## src/rtl/scope_pkg.sv

```systemverilog
`timescale 1ns/1ps
package scope_pkg;
  typedef enum logic [1:0] {
    ST_IDLE  = 2'd0,
    ST_ARMED = 2'd1,
    ST_CAPT  = 2'd2,
    ST_DONE  = 2'd3
  } cap_state_e;

  localparam logic [1:0] OFS_LEVEL  = 2'd0;
  localparam logic [1:0] OFS_CTRL   = 2'd1;
  localparam logic [1:0] OFS_DIV    = 2'd2;
  localparam logic [1:0] OFS_STATUS = 2'd3;
endpackage

```

## src/rtl/scope_decim.sv

```systemverilog
`timescale 1ns/1ps
module scope_decim #(
  parameter int DATA_W = 8,
  parameter int DIV_W  = 16
) (
  input  logic              clk,
  input  logic              rst,
  input  logic              restart,
  input  logic [DIV_W-1:0]  div_val,
  input  logic              in_valid,
  input  logic [DATA_W-1:0] in_data,
  output logic              out_valid,
  output logic [DATA_W-1:0] out_data
);
  logic [DIV_W-1:0] cnt;
  logic             unit_div;
  logic             keep;

  assign unit_div = (div_val <= DIV_W'(1));
  assign keep     = in_valid && (cnt == '0);

  always_ff @(posedge clk) begin
    if (rst || restart) begin
      cnt       <= '0;
      out_valid <= 1'b0;
      out_data  <= '0;
    end else begin
      out_valid <= keep;
      if (keep) out_data <= in_data;
      if (in_valid) begin
        if (unit_div || cnt >= div_val - 1'b1) cnt <= '0;
        else                                   cnt <= cnt + 1'b1;
      end
    end
  end

  // two kept samples in a row only when every sample is kept
  AST_DECIM_SPACING: assert property (@(posedge clk) disable iff (rst)
    out_valid |=> (!out_valid || unit_div));
endmodule

```

## src/rtl/scope_trig.sv

```systemverilog
`timescale 1ns/1ps
module scope_trig #(
  parameter int DATA_W = 8
) (
  input  logic              clk,
  input  logic              rst,
  input  logic              restart,
  input  logic [DATA_W-1:0] level,
  input  logic              fall_sel,
  input  logic              in_valid,
  input  logic [DATA_W-1:0] in_data,
  output logic              s_valid,
  output logic [DATA_W-1:0] s_data,
  output logic              hit
);
  logic              have_prev;
  logic [DATA_W-1:0] prev;
  logic              up_x, down_x;

  assign up_x   = (prev <  level) && (in_data >= level);
  assign down_x = (prev >= level) && (in_data <  level);

  always_ff @(posedge clk) begin
    if (rst || restart) begin
      have_prev <= 1'b0;
      prev      <= '0;
      s_valid   <= 1'b0;
      s_data    <= '0;
      hit       <= 1'b0;
    end else begin
      s_valid <= in_valid;
      hit     <= in_valid && have_prev && (fall_sel ? down_x : up_x);
      if (in_valid) begin
        prev      <= in_data;
        have_prev <= 1'b1;
        s_data    <= in_data;
      end
    end
  end

  AST_HIT_SIDE: assert property (@(posedge clk) disable iff (rst)
    hit && $stable(level) && $stable(fall_sel)
      |-> (fall_sel ? (s_data < level) : (s_data >= level)));
endmodule

```

## src/rtl/scope_fsm.sv

```systemverilog
`timescale 1ns/1ps
module scope_fsm
  import scope_pkg::*;
#(
  parameter int ADDR_W = 14
) (
  input  logic              clk,
  input  logic              rst,
  input  logic              start,
  input  logic              stop,
  input  logic              s_valid,
  input  logic              hit,
  output cap_state_e        state,
  output logic              arm,
  output logic              cap_wr,
  output logic [ADDR_W-1:0] cap_addr,
  output logic              done_pulse
);
  localparam logic [ADDR_W-1:0] LAST = {ADDR_W{1'b1}};

  assign arm        = start && !stop && (state == ST_IDLE || state == ST_DONE);
  assign cap_wr     = s_valid && ((state == ST_ARMED && hit) || state == ST_CAPT);
  assign done_pulse = cap_wr && (cap_addr == LAST) && !stop;

  always_ff @(posedge clk) begin
    if (rst) begin
      state    <= ST_IDLE;
      cap_addr <= '0;
    end else if (stop) begin
      state <= ST_IDLE;
    end else if (arm) begin
      state    <= ST_ARMED;
      cap_addr <= '0;
    end else if (cap_wr) begin
      cap_addr <= cap_addr + 1'b1;
      state    <= (cap_addr == LAST) ? ST_DONE : ST_CAPT;
    end
  end

  AST_FILL_THEN_DONE: assert property (@(posedge clk) disable iff (rst)
    cap_wr && cap_addr == LAST && !stop |=> state == ST_DONE);
  AST_STOP_IDLE: assert property (@(posedge clk) disable iff (rst)
    stop |=> state == ST_IDLE);
  AST_ARMED_AT_ZERO: assert property (@(posedge clk) disable iff (rst)
    state == ST_ARMED |-> cap_addr == '0);
endmodule

```

## src/rtl/scope_capture_ctrl.sv

```systemverilog
`timescale 1ns/1ps
module scope_capture_ctrl
  import scope_pkg::*;
#(
  parameter int DATA_W = 8,
  parameter int ADDR_W = 14,
  parameter int REG_W  = 16
) (
  input  logic              clk,
  input  logic              rst,
  input  logic              adc_valid,
  input  logic [DATA_W-1:0] adc_data,
  input  logic              host_we,
  input  logic              host_re,
  input  logic [1:0]        host_addr,
  input  logic [REG_W-1:0]  host_wdata,
  output logic [REG_W-1:0]  host_rdata,
  input  logic              hram_req,
  input  logic              hram_we,
  input  logic [ADDR_W-1:0] hram_addr,
  input  logic [DATA_W-1:0] hram_wdata,
  output logic              hram_ack,
  output logic              hram_nak,
  output logic [ADDR_W-1:0] ram_addr,
  output logic [DATA_W-1:0] ram_wdata,
  output logic              ram_we,
  output logic              ram_re,
  output logic              irq
);
  logic [DATA_W-1:0] level_q;
  logic [REG_W-1:0]  div_q;
  logic              fall_q, irqen_q, done_q;
  logic [ADDR_W-1:0] last_q;
  logic              wr_ctrl, start_cmd, stop_cmd, stat_rd, busy;
  logic              k_valid, s_valid, hit, arm, cap_wr, done_pulse;
  logic [DATA_W-1:0] k_data, s_data;
  logic [ADDR_W-1:0] cap_addr;
  cap_state_e        state;

  assign wr_ctrl   = host_we && host_addr == OFS_CTRL;
  assign start_cmd = wr_ctrl && host_wdata[0];
  assign stop_cmd  = wr_ctrl && host_wdata[1];
  assign stat_rd   = host_re && host_addr == OFS_STATUS;
  assign busy      = (state == ST_ARMED) || (state == ST_CAPT);

  scope_decim #(.DATA_W(DATA_W), .DIV_W(REG_W)) u_decim (
    .clk(clk), .rst(rst), .restart(arm), .div_val(div_q),
    .in_valid(adc_valid), .in_data(adc_data),
    .out_valid(k_valid), .out_data(k_data));

  scope_trig #(.DATA_W(DATA_W)) u_trig (
    .clk(clk), .rst(rst), .restart(arm), .level(level_q), .fall_sel(fall_q),
    .in_valid(k_valid), .in_data(k_data),
    .s_valid(s_valid), .s_data(s_data), .hit(hit));

  scope_fsm #(.ADDR_W(ADDR_W)) u_fsm (
    .clk(clk), .rst(rst), .start(start_cmd), .stop(stop_cmd),
    .s_valid(s_valid), .hit(hit), .state(state), .arm(arm),
    .cap_wr(cap_wr), .cap_addr(cap_addr), .done_pulse(done_pulse));

  // host registers, status and interrupt
  always_ff @(posedge clk) begin
    if (rst) begin
      level_q    <= '0;
      div_q      <= '0;
      fall_q     <= 1'b0;
      irqen_q    <= 1'b0;
      done_q     <= 1'b0;
      last_q     <= '0;
      irq        <= 1'b0;
      host_rdata <= '0;
    end else begin
      if (host_we && host_addr == OFS_LEVEL) level_q <= host_wdata[DATA_W-1:0];
      if (host_we && host_addr == OFS_DIV)   div_q   <= host_wdata;
      if (wr_ctrl) begin
        fall_q  <= host_wdata[2];
        irqen_q <= host_wdata[3];
      end
      if (cap_wr) last_q <= cap_addr;
      if (done_pulse)                       done_q <= 1'b1;
      else if (stat_rd || arm || stop_cmd)  done_q <= 1'b0;
      irq <= done_q && irqen_q && !stat_rd;
      if (host_re) begin
        case (host_addr)
          OFS_LEVEL: host_rdata <= REG_W'(level_q);
          OFS_CTRL:  host_rdata <= REG_W'({irqen_q, fall_q, 2'b00});
          OFS_DIV:   host_rdata <= div_q;
          default:   host_rdata <= REG_W'({last_q, done_q, busy});
        endcase
      end
    end
  end

  // RAM port arbitration: capture owns the RAM while busy
  always_ff @(posedge clk) begin
    if (rst) begin
      ram_we    <= 1'b0;
      ram_re    <= 1'b0;
      ram_addr  <= '0;
      ram_wdata <= '0;
      hram_ack  <= 1'b0;
      hram_nak  <= 1'b0;
    end else begin
      hram_ack <= hram_req && !busy;
      hram_nak <= hram_req && busy;
      if (busy) begin
        ram_we    <= cap_wr;
        ram_re    <= 1'b0;
        ram_addr  <= cap_addr;
        ram_wdata <= s_data;
      end else begin
        ram_we    <= hram_req && hram_we;
        ram_re    <= hram_req && !hram_we;
        ram_addr  <= hram_addr;
        ram_wdata <= hram_wdata;
      end
    end
  end

  AST_HOST_LOCKOUT: assert property (@(posedge clk) disable iff (rst)
    hram_req && busy |=> hram_nak && !hram_ack && !ram_re);
  AST_NO_STRAY_WRITE: assert property (@(posedge clk) disable iff (rst)
    busy && !cap_wr |=> !ram_we);
  AST_IRQ_GATED: assert property (@(posedge clk) disable iff (rst)
    irq |-> $past(irqen_q));
endmodule

```

## config.mk

```make
export PLATFORM = sky130hd
export DESIGN_NAME = scope_capture_ctrl
export DESIGN_NICKNAME = d
export VERILOG_FILES = /design/src/rtl/scope_pkg.sv /design/src/rtl/scope_decim.sv /design/src/rtl/scope_trig.sv /design/src/rtl/scope_fsm.sv /design/src/rtl/scope_capture_ctrl.sv
export SDC_FILE = /design/constraint.sdc
export NUM_CORES = 1
export LEC_CHECK = 0
export BUFFER_PORTS_ARGS = -buffer_cell sky130_fd_sc_hd__buf_2
export CAP_MARGIN = 40
export CORE_ASPECT_RATIO = 0.9
export CORE_UTILIZATION = 58
export DETAILED_ROUTE_END_ITERATION = 10
export PLACE_DENSITY = 0.9
export SYNTH_ARGS = -nofsm -noshare
export SYNTH_HDL_FRONTEND = slang
export SYNTH_HIERARCHICAL = 1
export SYNTH_SLANG_ARGS = --single-unit
```

## constraint.sdc

```tcl
create_clock -name clk -period 7.95 [get_ports clk]
set_clock_uncertainty 0.2 [all_clocks]
set_input_delay 0.795 -clock clk [delete_from_list [all_inputs] [get_ports clk]]
set_output_delay 0.795 -clock clk [all_outputs]
set_load 0.03 [all_outputs]
```

==> impl_metrics.yaml <==
worst_setup_path:
  cp-end-kind: "flip-flop"
  max_stage_delay_ns: 0.55
  path_delay_family: "simple AND/OR/NAND/NOR gates"
  critPathArrivalTime_ns: 3.66
  slowest_stage: "a31oi_4"
  critPathBufInv: 0
  worst-path-max-fanout: 16
  required_ns: 8.02
  crit_cells: 10
  path_cells: "nor4_2 > nand3_1 > nor3_1 > xnor2_1 > ha_1 > nand4_1 > nor2_1 > nand4_1 > a31oi_4 > nor3_1"
  start_kind: "flip-flop"
  critPathKind: "flip-flop to flip-flop"
  r2r_cells: 10
synthesis:
  synth.largest_area_cell: "dfxtp_1"
  synth_fp_nets: 845
  synth_area_leaders: "dfxtp_1 41%, ha_1 7.3%, mux2i_1 7.0%, nand2_1 5.7%, nor2_1 5.0%"
  syn_inst: 751
  synth_top_area_share_pct: 40.7
  synth_warnings: 6
  ys_seq_elements: 136
  synth.distinct_cells: 65
  synthArstFlopShare_pct: 0
  ys_seq_area_share_pct: 40.7
  syn_area_mm2: 0.00670
  synth_edf_count: 0
  ys.flop_type: "dfxtp_1"
  avgSynthCellArea_um2: 8.92
power:
  power_density_mw_per_mm2: 222
  peakVddDrop_v: 0.000149
  total_power_w: 0.00174
  leakagePower_nw: 3.23
finish:
  nets: 930
  layout_common_cells: "136 x dfxtp_1, 101 x nand2_1, 97 x buf_2"
  area_delta_synth_final_pct: 17.0
  final_common_cell: "dfxtp_1"
  final_cell_count_no_fill: 1002
  drive_gt1_share_pct: 20.8
  fin_util_pct: 71.0
sta:
  holdWs_ns: 0.242
  period_share_pct: 45.2
  relSlewSlack_pct: 39.9
  setup_tns_ns: 0
  rsz0062_at_grt: "no"
  report.final.slew_viol_count: 0
  worst_pin_slew_ns: 0.900
  fmax_mhz: 279
  fin_crit_ns: 3.59
  hold_viol: 0
  setup_viol: 0
route:
  vias_per_cell: 5.80
  drt-wirelength-per-cell_um: 16.6
  drc: 0
  dr_wl_met2_um: 8140
  vias: 5814
  m1WireLength_um: 7260
  wl_met3_um: 945
  drt-total-wl_um: 16700
  drtPass1Iterations: 5
  drtIter0Drc: 531
  highest-signal-layer: "met4"
  ant_nets: 0
run_status:
  status: "completed"
clock_tree:
  cts.sinks: 136
  clk_latency_ns: 0.42
  clk_pin_slew_ns: 0.06
  holdBufCountCts: 0
  cts_resized: 0
  htree_levels: 4
  max-clock-path-buffers: 2
  tritoncts: "yes"
  cts-root-buf: "clkbuf_16"
  cts_setup_buffers: 0
  cts_buffers: 17
floorplanning:
  row_count: 36
  die_area_mm2: 0.0120
  initial_core_util_pct: 60.7
  fp.dieW_um: 115
  core-area_mm2: 0.0110
  top_level_ports: 98
  die_y_um: 104
run:
  cap_violations: 0
place:
  io_buffers: 97
  dpl.hpwl_um: 11300
  gp_congestion: 0.861
  place_inst: 969
global_route:
  grt_usage_pct: 29.2
  grt_pass1_wl_um: 27400
  grt.overflow.total: 0
  antenna_found_initial: 0
  grt_max_degree: 91
  grt_pass1_vias: 5672
min_path:
  hold_class: "flip-flop to flip-flop"
  hold_depth: 2
worst min-delay path, stage by stage (launching register included):
cell     delay (ns)
dfxtp_1        0.31
nand2_1        0.05
a21oi_1        0.04
cells in the mapped netlist (all sizes together) (4+ instances only):
master and number:
nor4 11, mux2 10, nand3b 4, nand3 16, nor2b 15, nor3 27
o211a 4, nor2 91, nand2b 5, or3 4, a21o 5, mux2i 47
clkbuf 14, ha 39, nand4 18, a21oi 66, nand2 102, buf 22
o21ai 11, a211oi 4, inv 24, xnor2 22, dfxtp 136, xor2 13
kinds of logic after synthesis:
group | share of synthesized area [%]
AO/OA/AOI/OAI | 10.7
adder cells (fa/ha/maj) | 7.29
buffers and inverters | 4.43
multiplexers | 9.38
AND/OR/NAND/NOR | 22.9
XOR/XNOR | 4.69
flip-flops | 40.7
cell type report:
cell class                 instances  area [um2]
antenna                            1        2.50
sequential                       136        2720
timing repair buffer             102         546
tap                              152         190
clock inverter                    12         150
fill                             808        3200
clock buffer                      20         447
multi-input combinational        555        3690
inverter                          24        90.1
report_power, final:
part / internal (W) / total (W) / switching [W]
Combinational: 0.0000843 / 0.000216 / 0.000132
Sequential: 0.000704 / 0.000725 / 0.0000208
Clock: 0.000500 / 0.000798 / 0.000298
Total: 0.00129 / 0.00174 / 0.000451
sequential cells by signal, summed over array words and instances (netlist names), 2 cells and up:
register,flops
last_q,14
u_decim/cnt,16
ram_wdata,8
u_fsm/cap_addr,14
div_q,16
u_fsm/state,2
ram_addr,14
u_trig/prev,8
u_decim/out_data,8
level_q,8
host_rdata,16
per-layer routing:
layer	vias to the layer above	track usage, %
li1	2788	-
met1	2762	36.1
met2	229	49.0
met3	35	6.88
met4	0	10.9
met5	-	0
metrics by stage:
step / setup WS, ns / area, um2
3_3_place_gp: 4.35 / 7190
4_1_cts: 4.47 / 7830
6_report: 4.36 / 7840
2_1_floorplan: 4.94 / 6700
5_1_grt: 4.17 / 7830
3_5_place_dp: 4.18 / 7240
worst paths after layout:
check	from	slack [ns]	to
min	u_trig/have_prev$_SDFFE_PP0P_	0.24	u_trig/hit$_SDFF_PP0_
max	div_q[7]$_SDFFE_PP0P_	4.36	u_decim/cnt[8]$_SDFFE_PP0P_
min reg2reg	u_trig/have_prev$_SDFFE_PP0P_	0.24	u_trig/hit$_SDFF_PP0_
max reg2reg	div_q[7]$_SDFFE_PP0P_	4.36	u_decim/cnt[8]$_SDFFE_PP0P_
(Power assumes the default switching activity.)
